--- src/rtl/bsp_pkg.sv ---
package bsp_pkg;

    typedef enum logic [1:0] {
        TX_IDLE,
        TX_START,
        TX_DATA,
        TX_STOP
    } tx_state_t;

    typedef enum logic [2:0] {
        RX_IDLE,
        RX_START,
        RX_DATA,
        RX_STOP,
        RX_BREAK
    } rx_state_t;

    localparam int ADDR_W = 4;
    localparam int CHAR_W = 8;

    localparam logic [ADDR_W-1:0] A_LAST_DATA = 4'd7;
    localparam logic [ADDR_W-1:0] A_WREQ      = 4'd11;
    localparam logic [ADDR_W-1:0] A_RREQ      = 4'd12;

endpackage

--- src/rtl/bsp_sync.sv ---
module bsp_sync #(
    parameter int          W       = 1,
    parameter logic [W-1:0] RST_VAL = '0
) (
    input  logic         clk,
    input  logic         rst_n,
    input  logic [W-1:0] d,
    output logic [W-1:0] q
);
    logic [W-1:0] meta_q;

    always_ff @(posedge clk or negedge rst_n) begin
        if (!rst_n) begin
            meta_q <= RST_VAL;
            q      <= RST_VAL;
        end else begin
            meta_q <= d;
            q      <= meta_q;
        end
    end
endmodule

--- src/rtl/bsp_baud_gen.sv ---
module bsp_baud_gen #(
    parameter int DIV = 8
) (
    input  logic clk,
    input  logic rst_n,
    output logic tick
);
    localparam int CW = (DIV > 1) ? $clog2(DIV) : 1;
    localparam logic [CW-1:0] LAST = CW'(DIV - 1);

    logic [CW-1:0] cnt_q;

    always_ff @(posedge clk or negedge rst_n) begin
        if (!rst_n) begin
            cnt_q <= '0;
        end else if (cnt_q == LAST) begin
            cnt_q <= '0;
        end else begin
            cnt_q <= cnt_q + 1'b1;
        end
    end

    assign tick = (cnt_q == LAST);
endmodule

--- src/rtl/bsp_tx.sv ---
module bsp_tx
    import bsp_pkg::*;
#(
    parameter int DATA_W = 8,
    parameter int OSR    = 16
) (
    input  logic              clk,
    input  logic              rst_n,
    input  logic              tick,
    input  logic              start,
    input  logic [DATA_W-1:0] data,
    output logic              txd,
    output logic              busy,
    output logic              done
);
    localparam int CW = $clog2(OSR);
    localparam int IW = $clog2(DATA_W);
    localparam logic [CW-1:0] LAST_TICK = CW'(OSR - 1);
    localparam logic [IW-1:0] LAST_BIT  = IW'(DATA_W - 1);

    tx_state_t         state_q, state_n;
    logic [CW-1:0]     tcnt_q;
    logic [IW-1:0]     bidx_q;
    logic [DATA_W-1:0] shreg_q;
    logic              bit_end;

    assign bit_end = tick && (tcnt_q == LAST_TICK);

    // state register
    always_ff @(posedge clk or negedge rst_n) begin
        if (!rst_n) state_q <= TX_IDLE;
        else        state_q <= state_n;
    end

    // transitions
    always_comb begin
        state_n = state_q;
        unique case (state_q)
            TX_IDLE:  if (start)   state_n = TX_START;
            TX_START: if (bit_end) state_n = TX_DATA;
            TX_DATA:  if (bit_end && bidx_q == LAST_BIT) state_n = TX_STOP;
            TX_STOP:  if (bit_end) state_n = TX_IDLE;
            default:  state_n = TX_IDLE;
        endcase
    end

    // bit timing and shifter
    always_ff @(posedge clk or negedge rst_n) begin
        if (!rst_n) begin
            tcnt_q  <= '0;
            bidx_q  <= '0;
            shreg_q <= '0;
        end else begin
            if (state_q != state_n || state_q == TX_IDLE) begin
                tcnt_q <= '0;
            end else if (tick) begin
                tcnt_q <= (tcnt_q == LAST_TICK) ? '0 : tcnt_q + 1'b1;
            end
            if (state_q == TX_IDLE) begin
                bidx_q <= '0;
                if (start) shreg_q <= data;
            end else if (state_q == TX_DATA && bit_end) begin
                bidx_q  <= bidx_q + 1'b1;
                shreg_q <= shreg_q >> 1;
            end
        end
    end

    // outputs
    always_comb begin
        txd  = 1'b1;
        busy = (state_q != TX_IDLE);
        done = (state_q == TX_STOP) && bit_end;
        unique case (state_q)
            TX_IDLE:  txd = 1'b1;
            TX_START: txd = 1'b0;
            TX_DATA:  txd = shreg_q[0];
            TX_STOP:  txd = 1'b1;
            default:  txd = 1'b1;
        endcase
    end

    AST_TX_START_LOW: assert property (@(posedge clk) disable iff (!rst_n)
        $rose(busy) |-> !txd);

endmodule

--- src/rtl/bsp_rx.sv ---
module bsp_rx
    import bsp_pkg::*;
#(
    parameter int DATA_W = 8,
    parameter int OSR    = 16
) (
    input  logic              clk,
    input  logic              rst_n,
    input  logic              tick,
    input  logic              rxd,
    output logic              done,
    output logic [DATA_W-1:0] data
);
    localparam int CW = $clog2(OSR);
    localparam int IW = $clog2(DATA_W);
    localparam logic [CW-1:0] LAST_TICK = CW'(OSR - 1);
    localparam logic [CW-1:0] MID_TICK  = CW'(OSR / 2 - 1);
    localparam logic [IW-1:0] LAST_BIT  = IW'(DATA_W - 1);

    rx_state_t         state_q, state_n;
    logic [CW-1:0]     tcnt_q;
    logic [IW-1:0]     bidx_q;
    logic [DATA_W-1:0] shreg_q;
    logic              bit_end;

    assign bit_end = tick && (tcnt_q == LAST_TICK);

    // state register
    always_ff @(posedge clk or negedge rst_n) begin
        if (!rst_n) state_q <= RX_IDLE;
        else        state_q <= state_n;
    end

    // transitions
    always_comb begin
        state_n = state_q;
        unique case (state_q)
            RX_IDLE:  if (tick && !rxd) state_n = RX_START;
            RX_START: if (tick && tcnt_q == MID_TICK)
                          state_n = rxd ? RX_IDLE : RX_DATA;
            RX_DATA:  if (bit_end && bidx_q == LAST_BIT) state_n = RX_STOP;
            RX_STOP:  if (bit_end) state_n = rxd ? RX_IDLE : RX_BREAK;
            RX_BREAK: if (rxd) state_n = RX_IDLE;
            default:  state_n = RX_IDLE;
        endcase
    end

    // sampling counters and shifter
    always_ff @(posedge clk or negedge rst_n) begin
        if (!rst_n) begin
            tcnt_q  <= '0;
            bidx_q  <= '0;
            shreg_q <= '0;
        end else begin
            if (state_q != state_n) begin
                tcnt_q <= '0;
            end else if (tick) begin
                tcnt_q <= (tcnt_q == LAST_TICK) ? '0 : tcnt_q + 1'b1;
            end
            if (state_q != RX_DATA) begin
                bidx_q <= '0;
            end else if (bit_end) begin
                bidx_q  <= bidx_q + 1'b1;
                shreg_q <= {rxd, shreg_q[DATA_W-1:1]};
            end
        end
    end

    // outputs
    always_comb begin
        done = (state_q == RX_STOP) && bit_end && rxd;
        data = shreg_q;
    end

    AST_RX_CONFIRM_START: assert property (@(posedge clk) disable iff (!rst_n)
        (state_q == RX_START && state_n == RX_DATA) |-> !rxd);

endmodule

--- src/rtl/bitbus_serial_port.sv ---
module bitbus_serial_port
    import bsp_pkg::*;
#(
    parameter int CLKS_PER_TICK = 8,
    parameter int OVERSAMPLE    = 16
) (
    input  logic              clk,
    input  logic              rst_n,
    input  logic [ADDR_W-1:0] cpu_addr,
    input  logic              cpu_wr,
    input  logic              cpu_wdata,
    output logic              cpu_rdata,
    input  logic              rxd,
    input  logic              dcd_in,
    input  logic              dsr_in,
    output logic              txd,
    output logic              irq
);
    localparam int STAT_W = 1 << ADDR_W;

    logic              tick;
    logic [2:0]        sync_q;
    logic              rxd_s, dcd_s, dsr_s;
    logic [CHAR_W-1:0] hold_q;
    logic [CHAR_W-1:0] rxbuf_q;
    logic [CHAR_W-1:0] rx_data;
    logic              wreq_q, rreq_q, timerr_q;
    logic              wr_data_bit, clr_wreq, clr_rreq, tx_start;
    logic              tx_busy, tx_done, rx_done;
    logic [STAT_W-1:0] stat;

    bsp_sync #(.W(3), .RST_VAL(3'b001)) u_sync (
        .clk   (clk),
        .rst_n (rst_n),
        .d     ({dsr_in, dcd_in, rxd}),
        .q     (sync_q)
    );
    assign rxd_s = sync_q[0];
    assign dcd_s = sync_q[1];
    assign dsr_s = sync_q[2];

    bsp_baud_gen #(.DIV(CLKS_PER_TICK)) u_baud (
        .clk   (clk),
        .rst_n (rst_n),
        .tick  (tick)
    );

    // bus decode
    assign wr_data_bit = cpu_wr && !cpu_addr[ADDR_W-1];
    assign clr_wreq    = cpu_wr && (cpu_addr == A_WREQ);
    assign clr_rreq    = cpu_wr && (cpu_addr == A_RREQ);
    assign tx_start    = cpu_wr && (cpu_addr == A_LAST_DATA) && !tx_busy;

    always_ff @(posedge clk or negedge rst_n) begin
        if (!rst_n) begin
            hold_q <= '0;
        end else if (wr_data_bit) begin
            hold_q[cpu_addr[2:0]] <= cpu_wdata;
        end
    end

    bsp_tx #(.DATA_W(CHAR_W), .OSR(OVERSAMPLE)) u_tx (
        .clk   (clk),
        .rst_n (rst_n),
        .tick  (tick),
        .start (tx_start),
        .data  ({cpu_wdata, hold_q[CHAR_W-2:0]}),
        .txd   (txd),
        .busy  (tx_busy),
        .done  (tx_done)
    );

    bsp_rx #(.DATA_W(CHAR_W), .OSR(OVERSAMPLE)) u_rx (
        .clk   (clk),
        .rst_n (rst_n),
        .tick  (tick),
        .rxd   (rxd_s),
        .done  (rx_done),
        .data  (rx_data)
    );

    // request and error flags
    always_ff @(posedge clk or negedge rst_n) begin
        if (!rst_n) begin
            wreq_q   <= 1'b0;
            rreq_q   <= 1'b0;
            timerr_q <= 1'b0;
            rxbuf_q  <= '0;
        end else begin
            if (tx_done)       wreq_q <= 1'b1;
            else if (clr_wreq) wreq_q <= 1'b0;

            if (rx_done) begin
                rxbuf_q  <= rx_data;
                rreq_q   <= 1'b1;
                timerr_q <= (rreq_q && !clr_rreq) || (timerr_q && !clr_rreq);
            end else if (clr_rreq) begin
                rreq_q   <= 1'b0;
                timerr_q <= 1'b0;
            end
        end
    end

    assign irq = wreq_q | rreq_q;

    always_comb begin
        stat              = '0;
        stat[CHAR_W-1:0]  = rxbuf_q;
        stat[8]           = tx_busy;
        stat[9]           = timerr_q;
        stat[11]          = wreq_q;
        stat[12]          = rreq_q;
        stat[13]          = dcd_s;
        stat[14]          = dsr_s;
        stat[15]          = irq;
    end

    assign cpu_rdata = stat[cpu_addr];

    AST_START_BUSY: assert property (@(posedge clk) disable iff (!rst_n)
        tx_start |=> tx_busy);
    AST_TIP_END_WREQ: assert property (@(posedge clk) disable iff (!rst_n)
        $fell(tx_busy) |-> wreq_q);
    AST_RX_LATCH: assert property (@(posedge clk) disable iff (!rst_n)
        rx_done |=> rreq_q);
    AST_OVERRUN_FLAG: assert property (@(posedge clk) disable iff (!rst_n)
        (rx_done && rreq_q && !clr_rreq) |=> timerr_q);
    AST_RREQ_CLEAR: assert property (@(posedge clk) disable iff (!rst_n)
        (clr_rreq && !rx_done) |=> (!rreq_q && !timerr_q));
    AST_WREQ_CLEAR: assert property (@(posedge clk) disable iff (!rst_n)
        (clr_wreq && !tx_done) |=> !wreq_q);
    AST_CLEAR_KEEPS_HOLD: assert property (@(posedge clk) disable iff (!rst_n)
        (clr_wreq || clr_rreq) |=> $stable(hold_q));
    AST_IDLE_LINE_HIGH: assert property (@(posedge clk) disable iff (!rst_n)
        !tx_busy |-> txd);

endmodule

--- config.mk ---
export PLATFORM = sky130hd
export DESIGN_NAME = bitbus_serial_port
export DESIGN_NICKNAME = d
export VERILOG_FILES = /design/src/rtl/bsp_pkg.sv /design/src/rtl/bsp_sync.sv /design/src/rtl/bsp_baud_gen.sv /design/src/rtl/bsp_tx.sv /design/src/rtl/bsp_rx.sv /design/src/rtl/bitbus_serial_port.sv
export SDC_FILE = /design/constraint.sdc
export NUM_CORES = 1
export LEC_CHECK = 0
export BUFFER_PORTS_ARGS = -buffer_cell sky130_fd_sc_hd__buf_2
export CAP_MARGIN = 30
export CORE_ASPECT_RATIO = 0.6
export CORE_MARGIN = 1
export CORE_UTILIZATION = 30
export CTS_BUF_LIST = sky130_fd_sc_hd__clkbuf_4
export CTS_CLUSTER_DIAMETER = 80
export CTS_CLUSTER_SIZE = 28
export DETAILED_ROUTE_END_ITERATION = 10
export SKIP_CTS_REPAIR_TIMING = 1
export SYNTH_ARGS = -nofsm -noshare
export SYNTH_HDL_FRONTEND = slang
export SYNTH_SLANG_ARGS = --single-unit
--- constraint.sdc ---
create_clock -name clk -period 3.1 [get_ports clk]
set_input_delay 0.155 -clock clk [delete_from_list [all_inputs] [get_ports clk]]
set_output_delay 0.155 -clock clk [all_outputs]
set_load 0.005 [all_outputs]
==> results of run 1 <==
==> cell families (layout without fill, tap and decap cells) <==
logic type,Yosys count,in the layout
xor gates and xnor gates,4,4
other,0,1
adders and majority gates,12,12
and+or+nand+nor,111,111
AOI/OAI and AO/OA,45,45
DFF,62,62
muxes,34,34
buffers and inverters,21,43
==> through the flow <==
step                total power [W]  cells
finish                     0.001581    447
global route               0.001660    446
CTS                        0.001595    440
detailed placement         0.001035    424
global placement           0.001030    424
floorplan                 0.0009812    289
==> placed cells by master, fill, tap and decap left out, drive strengths merged, types with 3 or more instances in the layout <==
master / count
dfrtp: 60
o21ai: 7
clkinv: 4
and3: 3
buf: 17
a31oi: 5
mux2: 15
xor2: 4
mux2i: 17
dlygate4sd3: 5
nand2: 49
nand4: 6
nand3: 5
nor2: 24
ha: 12
inv: 5
a21oi: 17
nor2b: 7
nor4: 4
clkbuf: 11
==> power by group <==
group | switching (W) | internal [W] | total (W)
combinational | 0.0000696 | 0.0000642 | 0.000134
sequential | 0.0000393 | 0.000853 | 0.000893
clock | 0.000296 | 0.000259 | 0.000555
==> worst paths after layout <==
path                                   from         endpoint  slack, ps  cells past startpoint
min in group asynchronous             rst_n       rxbuf_q[5]        210                      2
hold reg to reg            u_sync.meta_q[2]      u_sync.q[2]        360                      0
setup reg to reg            u_baud.cnt_q[0]   u_tx.tcnt_q[1]        870                      5
max in group asynchronous             rst_n  u_tx.shreg_q[0]       2220                      3
setup / recovery            u_tx.state_q[0]        cpu_rdata        790                      6
hold / removal                    cpu_wdata  u_tx.shreg_q[7]         40                      3
==> critical path: cells and delay by family, from the launching register on <==
family / cells / cell delay, ps
and+or+nand+nor: 1 / 130
DFF: 1 / 450
AOI/OAI and AO/OA: 2 / 250
buffers and inverters: 2 / 300
adders and majority gates: 1 / 610
==> flip-flops by register name (all words and copies together), names as in the netlist <==
register and cells:
u_tx.shreg_q 8, hold_q 7, wreq_q 1, timerr_q 1, u_tx.bidx_q 3, u_tx.tcnt_q 4, u_rx.tcnt_q 4, u_tx.state_q 2
u_sync.q 3, rxbuf_q 8, u_baud.cnt_q 3, u_rx.bidx_q 3, u_sync.meta_q 3, rreq_q 1, u_rx.state_q 3, u_rx.data 8
==> metal layers <==
metal  global-route usage  part of all wire  vias up
met5                    0                 0        -
li1                     -                 -     1059
met2               0.1503              0.39       41
met1               0.1879              0.54     1054
met3              0.04987             0.058        8
met4              0.03793            0.0089        0
==> cell type report <==
cell class / count / area (um^2) / share of cell area
well taps: 135 / 168.9 / 0.04914
flip-flops and latches: 62 / 1554 / 0.4521
clock inverters: 5 / 50.05 / 0.01456
diodes: 1 / 2.502 / 0.0007281
multi-input cells: 206 / 1395 / 0.4059
repair buffers: 22 / 165.2 / 0.04805
inverters: 5 / 18.77 / 0.005460
clock buffers: 11 / 82.58 / 0.02403
==> parameters.txt, run 1 <==
Parameter                              Value

Hold path
  Min-delay worst type    in2reg

Die
  Full die area    10,600 um^2
  Row cnt    28
  Core region area    9879 um^2
  Number of ports placed on the die boundary    14
  Effective utilization at floorplan    0.3091
  Width of the chip    132.3 um
  Die height    80.16 um

Timing
  Hold Slack    39.68 ps
  Least-Margin Pin Slew    842.8 ps
  RSZ-0062 raised after global routing    false
  Post-layout worst setup margin    789.9 ps
  Time the worst path needs with I/O delays and setup    2310 ps
  Number of endpoints failing setup at the final stage    0
  Largest clock skew in the final design    17.89 ps
  Max Clock Freq    432.9 MHz
  Final hold vios    0
  Share of the clock period used by the worst path    0.7452
  Number of pins exceeding their max-slew limit in the final report    0
  Relative slew margins    0.4367
  Setup total negative slack    0 ps

GRT
  Largest net degree at the start of global routing    44
  Number of global-route vias before repair    2,008
  Number of antenna violations at the first check in global routing    0
  Total global routing overflow    0
  Wire length of the first global-routing pass    9991 um
  Total Routing Usage GR    0.1232

Synth
  Fraction of the mapped netlist area in simple logic gates    0.1749
  Warnings from Yosys    0
  Multiplexer area fraction after synthesis    0.1258
  Synthesized flop and latch total    62
  Largest family of logic cells by synthesized area    simple AND/OR/NAND/NOR gates
  Async S/R FF share, synth    1.000
  Syn Inst Count    289
  Cell type with the largest total area after synthesis    dfrtp_1
  Xor and xnor fraction of the mapped netlist area    0.01147
  Most common flop cell mapped by yosys    dfrtp_1
  Average footprint of a synthesized cell    10.57 um^2
  Most numerous cell types in the synthesized netlist    dfrtp_1 (60), nand2_1 (49), nor2_1 (24)
  Post-synth EDFFs    0
  Net count of the mapped netlist    312
  Fraction of synthesized cell area taken by the top area cell type    0.4916
  Adder and majority cell fraction of the synthesized area    0.04916
  Seq/Total Area, Yosys    0.5088
  Netlist area before placement    3054 um^2
  Most common cell in the synthesized netlist    dfrtp_1
  Count of distinct cell types in the synthesized netlist    50
  Compound-Gate Fraction of Synth Area    0.09545
  Top cells by area, synth    dfrtp_1 (49%), nand2_1 (6.0%), mux2i_1 (5.6%)

Worst setup path
  Type of element capturing the critical path    output port
  Critical Path AT    2160 ps
  Worst Path Required    2940 ps
  Worst Path Max Fanout    17
  Slowest stage delay, CP    610 ps
  Crit path launch type    register
  Critical Path Slowest Stage Cell    ha_1
  Critical setup path kind    reg2out
  Cells along the critical path    inv_1 -> ha_1 -> o211ai_1 -> nand3_1 -> o22ai_1 -> buf_2

Place
  Final weighted congestion in routability-driven placement    0.7647
  Half-perimeter wire length after placement    4065 um
  Worst slack at placement    888.5 ps
  IO buf count    13
  Post-DP Area    3224 um^2

CTS
  Clock tree from TritonCTS    done
  Register clock-pin slew on the reported worst setup and hold paths    100 ps
  Number of buffers created by CTS    9
  Num Clock Sinks    62
  Max H-tree Level    3
  Maximum count of clock buffers along a single path    2
  Clock latency on the worst-skew pair    430 ps
  Root Buffer Master    clkbuf_4

Detailed routing
  Antenna Violating Nets Remaining    0
  First-iteration detailed-routing DRC count    222
  Detailed Routing Iterations Pass 1    7
  Vias per inst    4.837
  DRC viols    2
  Per-cell routed wire length    13.31 um
  Via count of the routed design    2,162
  Final Routed Wirelength    5950 um

Cells and area
  Syn-to-layout area delta    12.54%
  Share of layout cells above drive strength 1    0.1833
  Core occupancy in the finished layout    0.3479
  Fillers    1,004
  Area of all placed cells without fillers    3437 um^2
  Final nets    329

Job
  Max-cap violations    0

Power and ir drop
  Power density over cell area    460.0 nW/um^2
  Leakage power summed over all cells    1.573 nW
  Max VDD drop    0.0002422 V

Run status
  Violated checks    DRC
  Outcome    complete, but fails checks
Power figures use the tool's default switching activity.
==> inputs of run 2 (changes only) <==
ABC_AREA = 1   (was default)
clock period = 2.09 ns   (was 3.1 ns; I/O delays follow)
==> run 2 against run 1 <==
Effect of this change: highest routed layer unchanged; via count grew 11%; largest cell class unchanged; global-route usage increased by 0.59 points; count of clock-buffer cells in the layout fell by 1; clock skew shrank 10 ps; critical path depth up 2; setup slack lost 670 ps; utilization up 0.75 points; clock power is 66% higher; the run now ends clean; die area up 0.76%; area after synthesis grew 0.78%; sequential power grew 60%.
==> parameters.txt, run 2 <==
Parameter                              Value

Cells and area
  Most frequent standard cell in the layout excluding fill and tap cells    nand2_1
  Fillers    1,023 (+1.9%)
  Sequential cell area    1554 um^2 (unchanged)
  Number of inserted diodes    0 (-1)
  Area of all placed cells without fillers    3523 um^2 (+2.5%)
  Final nets    398 (+21%)
  Top library cells by usage in the layout, fill and taps aside    nand2_1 (72), dfrtp_1 (60), inv_1 (34)
  Share of layout cells above drive strength 1    0.1632 (-0.02012)
  Syn-to-layout area delta    14.47%
  Multi-input logic area    1318 um^2 (-5.6%)

Place
  Post-DP Area    3302 um^2 (+2.4%)
  Final weighted congestion in routability-driven placement    0.8112 (+6.1%)
  IO buf count    13 (unchanged)
  Worst slack at placement    279.4 ps (-609.2 ps)
  Half-perimeter wire length after placement    4355 um (+7.1%)

Power and ir drop
  Sequential fraction of design power    0.476 (-0.089)
  Net switching component of the power    0.0009113 W (+130%)
  Clk network pwr share    0.307 (-0.044)
  Overall power after layout    0.002993 W (+89%)
  Leakage power summed over all cells    1.641 nW (+4.3%)
  Pint    0.002082 W (+77%)
  Power density over cell area    849.5 nW/um^2 (+85%)
  Max VDD drop    0.0004862 V (+100%)
  Switching part of the total    0.3045 (+0.04841)
  Combinational share of power    0.217 (+0.132)

Timing
  Largest clock skew in the final design    7.896 ps (-9.995 ps)
  Number of pins exceeding their max-slew limit in the final report    0 (unchanged)
  Relative slew margins    0.6993 (+0.2626)
  Max Clock Freq    507.1 MHz
  Least-Margin Pin Slew    449.4 ps (-393.4 ps)
  Share of the clock period used by the worst path    0.9435
  Number of endpoints failing setup at the final stage    0 (unchanged)
  RSZ-0062 raised after global routing    false
  Setup total negative slack    0 ps (unchanged)
  Time the worst path needs with I/O delays and setup    1972 ps
  Post-layout worst setup margin    118.1 ps (-671.8 ps)
  Final hold vios    0 (unchanged)

Detailed routing
  First-iteration detailed-routing DRC count    126 (-43%)
  Via count of the routed design    2,393 (+11%)
  Final Routed Wirelength    6165 um (+3.6%)
  DRC viols    0 (-2)
  Vias per inst    4.647 (-3.9%)
  Detailed Routing Iterations Pass 1    5 (-2)
  Antenna Violating Nets Remaining    0 (unchanged)
  Per-cell routed wire length    11.97 um (-10%)

Die
  Width of the chip    132.8 um (+0.38%)
  Row cnt    28 (unchanged)
  Core region area    9915 um^2 (+0.35%)
  Effective utilization at floorplan    0.3104 (+0.001305)
  Die height    80.46 um (+0.38%)
  Number of ports placed on the die boundary    14 (unchanged)
  Full die area    10,680 um^2 (+0.76%)

Worst setup path
  Cells along the critical path    inv_1 -> ha_4 -> a21oi_1 -> o21ai_0 -> o21ai_0 -> a21oi_1 -> o21ai_1 -> buf_2
  Crit path depth    8 (+2)
  Critical setup path kind    reg2out
  Critical Path Slowest Stage Cell    dfrtp_1
  Type of element capturing the critical path    output port
  Critical Path AT    1870 ps (-290 ps)
  Top Family by Delay on Critical Path    compound AO/OA/AOI/OAI gates
  Worst Path Max Fanout    8 (-9)
  Number of cell instances on the worst register-to-register path    8 (+3)
  Crit path launch type    register
  Worst Path Required    1990 ps (-950 ps)
  Slowest stage delay, CP    400 ps (-210 ps)
  Combined buffer and inverter count along the critical path    2 (unchanged)

Run status
  Outcome    completed

CTS
  Number of buffers created by CTS    9 (unchanged)
  Clock latency on the worst-skew pair    400 ps (-30 ps)
  Root Buffer Master    clkbuf_4
  Clock tree from TritonCTS    done
  Maximum count of clock buffers along a single path    2 (unchanged)
  Num Clock Sinks    62 (unchanged)
  Register clock-pin slew on the reported worst setup and hold paths    100 ps (about the same)
  Max H-tree Level    3 (unchanged)

Synth
  Top cells by area, synth    dfrtp_1 (49%), nand2_1 (8.8%), o21ai_0 (5.4%)
  Syn Inst Count    348 (+20%)
  Net count of the mapped netlist    371 (+19%)
  Post-synth EDFFs    0 (unchanged)
  Most common cell in the synthesized netlist    nand2_1
  Seq/Total Area, Yosys    0.5049 (-0.003930)
  Count of distinct cell types in the synthesized netlist    40 (-20%)
  Average footprint of a synthesized cell    8.845 um^2 (-16%)
  Netlist area before placement    3078 um^2 (+0.78%)
  Warnings from Yosys    0 (unchanged)
  Synthesized flop and latch total    62 (unchanged)
  Fraction of synthesized cell area taken by the top area cell type    0.4878 (-0.003797)
  Most numerous cell types in the synthesized netlist    nand2_1 (72), dfrtp_1 (60), inv_1 (34)
  Cell type with the largest total area after synthesis    dfrtp_1
  Most common flop cell mapped by yosys    dfrtp_1
  Async S/R FF share, synth    1.000 (unchanged)

GRT
  Largest net degree at the start of global routing    63 (+43%)
  Total Routing Usage GR    0.1291 (+0.005877)
  Number of global-route vias before repair    2,248 (+12%)
  Wire length of the first global-routing pass    10,740 um (+7.5%)
  Total global routing overflow    0 (unchanged)
  Number of antenna violations at the first check in global routing    0 (unchanged)

Job
  Max-cap violations    0 (unchanged)

Hold path
  Worst hold path depth    3 (unchanged)
  Min-delay worst type    in2reg
-- run 2: cell types whose count changed in the layout (fill, tap and decap cells not counted), sizes merged, moves of 7 or more --
cell / delta
o21ai: +36
mux2: -15
nor2b: -7
nor2: +15
inv: +34
nand3: +12
nand2: +28
mux2i: -15
-- run 2: power groups by stage --
stage	Sequential (W)	Combinational (W)	Clock [W]
final	0.00143	0.000648	0.000919
after global routing	0.00145	0.000749	0.00101
after CTS	0.00143	0.000609	0.000948
after detailed placement	0.00145	0.000607	0
after global placement	0.00145	0.000598	0
after floorplan	0.00142	0.000458	0
-- run 2: layer usage --
metal	track usage	vias to the layer above	routed length (um)
met1	0.1829	1119	3281
met4	0.03448	0	52
li1	-	1210	-
met5	0	-	0
met3	0.04735	4	316
met2	0.1821	60	2514
-- run 2: cell type report --
cell class	count	share of cell area
flip-flops and latches	62	0.4411
multi-input cells	239	0.3739
repair buffers	24	0.05256
well taps	135	0.04794
inverters	39	0.04155
clock inverters	6	0.02166
clock buffers	10	0.02131
-- run 2: tightest hold or removal path: cells and delay by family --
kind,cells,cell delay [ps]
AO/OA/AOI/OAI,1,120
AND/OR/NAND/NOR,1,110
buffers and inverters,1,120
-- run 2: path summary, 6_finish.rpt --
check                                  from          endpoint  slack [ps]
min in group asynchronous             rst_n    u_rx.bidx_q[0]         230
hold reg to reg            u_sync.meta_q[2]       u_sync.q[2]         360
hold / removal                  cpu_addr[3]          timerr_q          90
setup / recovery            u_tx.state_q[0]         cpu_rdata         120
max in group asynchronous             rst_n  u_sync.meta_q[0]        1570
setup reg to reg            u_baud.cnt_q[0]   u_tx.shreg_q[4]         290
-- run 2: cells by family (layout without fill, tap and decap cells) --
logic type	count (synthesis)	in the layout	share of synthesized area
AO/OA/AOI/OAI	74	74	0.1370
XOR/XNOR	1	1	0.002846
adder cells (fa/ha/maj)	12	12	0.04878
buffers and inverters	47	79	0.07113
flip-flops	62	62	0.5049
multiplexers	2	2	0.006504
AND/OR/NAND/NOR	150	150	0.2289
-- run 2: stage by stage --
step                  util  hold slack, ps  std cells
global placement    0.3330           146.2        493
floorplan                -          -191.1        348
finish              0.3554           91.11        515
global route        0.3554           70.06        515
CTS                 0.3483          -311.7        509
detailed placement  0.3330           151.6        493
==> inputs of run 3 (changes only) <==
--- a/config.mk
+++ b/config.mk
@@ -7,5 +7,5 @@
 export LEC_CHECK = 0
 export ABC_AREA = 1
-export BUFFER_PORTS_ARGS = -buffer_cell sky130_fd_sc_hd__buf_2
+export BUFFER_PORTS_ARGS = -buffer_cell sky130_fd_sc_hd__buf_4
 export CAP_MARGIN = 30
 export CORE_ASPECT_RATIO = 0.6
==> constraint.sdc (replaced) <==
create_clock -name clk -period 2.09 [get_ports clk]
set_input_delay 0.1045 -clock clk [delete_from_list [all_inputs] [get_ports clk]]
set_output_delay 0.1045 -clock clk [all_outputs]
set_load 0.02 [all_outputs]
==> run 3 against run 2 <==
Effect of this change: cell count stayed put; sequential share of layout area rose by 0.051 points; clock power decreased by 9.1%; non-clock buffer count did not move; count of clock-buffer cells in the layout stayed put; critical path type unchanged; largest cell class unchanged.
==> parameters.txt, run 3 (synthesis gave the netlist of run 2 again) <==
Parameter                              Value

GRT
  Largest net degree at the start of global routing    63 (unchanged)
  Number of global-route vias before repair    2,210 (-1.7%)
  Wire length of the first global-routing pass    10,530 um (-1.9%)
  Total global routing overflow    0 (unchanged)
  Number of antenna violations at the first check in global routing    0 (unchanged)
  Total Routing Usage GR    0.1252 (-0.003844)

Place
  IO buf count    13 (unchanged)
  Final weighted congestion in routability-driven placement    0.7775 (-4.2%)
  Half-perimeter wire length after placement    4323 um (-0.73%)
  Worst slack at placement    245.4 ps (-33.97 ps)

Worst setup path
  Type of element capturing the critical path    output port
  Worst Path Required    1990 ps (about the same)
  Critical setup path kind    reg2out
  R2R setup slack    300 ps (about the same)
  Worst setup path start    u_tx.state_q[1]
  Worst r2r dst    u_tx.tcnt_q[1]
  Critical Path AT    1810 ps (-60 ps)
  Crit path launch type    register
  Number of cell instances on the worst register-to-register path    9 (+1)
  Worst reg2reg startpoint    u_baud.cnt_q[0]
  CP Capture Point    cpu_rdata
  Worst Path Max Fanout    8 (unchanged)

Power and ir drop
  Leakage power summed over all cells    1.629 nW (-0.75%)
  Overall power after layout    0.002953 W (-1.3%)
  Max VDD drop    0.0005776 V (+19%)
  Power density over cell area    838.5 nW/um^2 (-1.3%)

Timing
  RSZ-0062 raised after global routing    false
  Relative slew margins    0.4753 (-0.2240)
  Post-layout worst setup margin    180.3 ps (+62.18 ps)
  Number of endpoints failing setup at the final stage    0 (unchanged)
  Time the worst path needs with I/O delays and setup    1910 ps (-62.18 ps)
  Share of the clock period used by the worst path    0.9137 (-0.02975)
  Max Clock Freq    523.6 MHz (+3.3%)
  Final hold vios    0 (unchanged)
  Least-Margin Pin Slew    787.1 ps (+337.7 ps)
  Number of pins exceeding their max-slew limit in the final report    0 (unchanged)
  Hold Slack    64.82 ps (-26.29 ps)
  Largest clock skew in the final design    17.35 ps (+9.450 ps)

CTS
  Maximum count of clock buffers along a single path    2 (unchanged)
  Register clock-pin slew on the reported worst setup and hold paths    100 ps (about the same)
  Root Buffer Master    clkbuf_4
  Clock tree from TritonCTS    done
  Number of buffers created by CTS    9 (unchanged)
  Clock latency on the worst-skew pair    410 ps (about the same)
  Num Clock Sinks    62 (unchanged)
  Max H-tree Level    3 (unchanged)

Die
  Effective utilization at floorplan    0.3104 (unchanged)
  Width of the chip    132.8 um (unchanged)
  Die height    80.46 um (unchanged)
  Full die area    10,680 um^2 (unchanged)
  Number of ports placed on the die boundary    14 (unchanged)
  Row cnt    28 (unchanged)
  Core region area    9915 um^2 (unchanged)

Job
  Max-cap violations    0 (unchanged)

Cells and area
  Multi-input logic area    1321 um^2 (+0.29%)
  Fillers    1,024 (+0.098%)
  Core occupancy in the finished layout    0.3553 (about the same)
  Top library cells by usage in the layout, fill and taps aside    nand2_1 (72), dfrtp_1 (59), inv_1 (33), o21ai_0 (33), nor2_1 (31)
  Share of layout cells above drive strength 1    0.1789 (+0.01579)
  Syn-to-layout area delta    14.43% (about the same)
  Number of inserted diodes    0 (unchanged)
  Final nets    398 (unchanged)
  Most frequent standard cell in the layout excluding fill and tap cells    nand2_1
  Sequential cell area    1555 um^2 (about the same)

Run status
  Outcome    completed

Detailed routing
  Final Routed Wirelength    6074 um (-1.5%)
  Antenna Violating Nets Remaining    0 (unchanged)
  Via count of the routed design    2,361 (-1.3%)
  First-iteration detailed-routing DRC count    101 (-20%)
  Vias per inst    4.584 (-1.3%)
  Per-cell routed wire length    11.79 um (-1.5%)
  DRC viols    0 (unchanged)
  Detailed Routing Iterations Pass 1    4 (-1)

Hold path
  Min-delay worst type    in2reg
[run 3: cell type report]
type | count | share of cell area
well taps | 135 | 0.04796
multi-input cells | 239 | 0.3751
repair buffers | 24 | 0.05471
flip-flops and latches | 62 | 0.4416
inverters | 39 | 0.04156
clock buffers | 10 | 0.02131
clock inverters | 6 | 0.01776
[run 3: critical path: stages (launching register included)]
cell     delay, ps
dfrtp_1        400
inv_1          120
ha_4           210
a21oi_2        150
o21ai_0         90
o21ai_0         80
a21oi_1         60
o21ai_1        130
buf_4          160
[run 3: worst min-delay path by stage]
stage / depth (start not counted) / endpoint / startpoint
floorplan: 0 / hold_q[0] / rst_n
global placement: 1 / u_sync.meta_q[0] / rxd
detailed placement: 1 / u_sync.meta_q[0] / rxd
CTS: 1 / u_sync.meta_q[0] / rxd
global route: 3 / hold_q[2] / cpu_addr[1]
finish: 3 / hold_q[2] / cpu_addr[1]
[run 3: stage by stage]
stage	cell area, um^2	setup TNS (ps)	cells
after floorplan	3078	0	348
after global placement	3302	0	492
after detailed placement	3302	0	492
after CTS	3440	-109.1	508
after global routing	3522	0	515
final	3522	0	515
[run 3: power by group]
part	internal (W)	switching, W	total, W	leakage (nW)
Combinational	0.000272	0.000414	0.000686	0.767
Sequential	0.00134	0.0000929	0.00143	0.794
Clock	0.000373	0.000462	0.000835	0.0684
Total	0.00198	0.000969	0.00295	1.63
[run 3: routing by layer]
metal	GRT usage	vias up	routed length, um
met5	0	-	0
met4	0.04138	0	58
met3	0.03662	8	239
met2	0.1763	37	2405
met1	0.1806	1109	3370
li1	-	1207	-
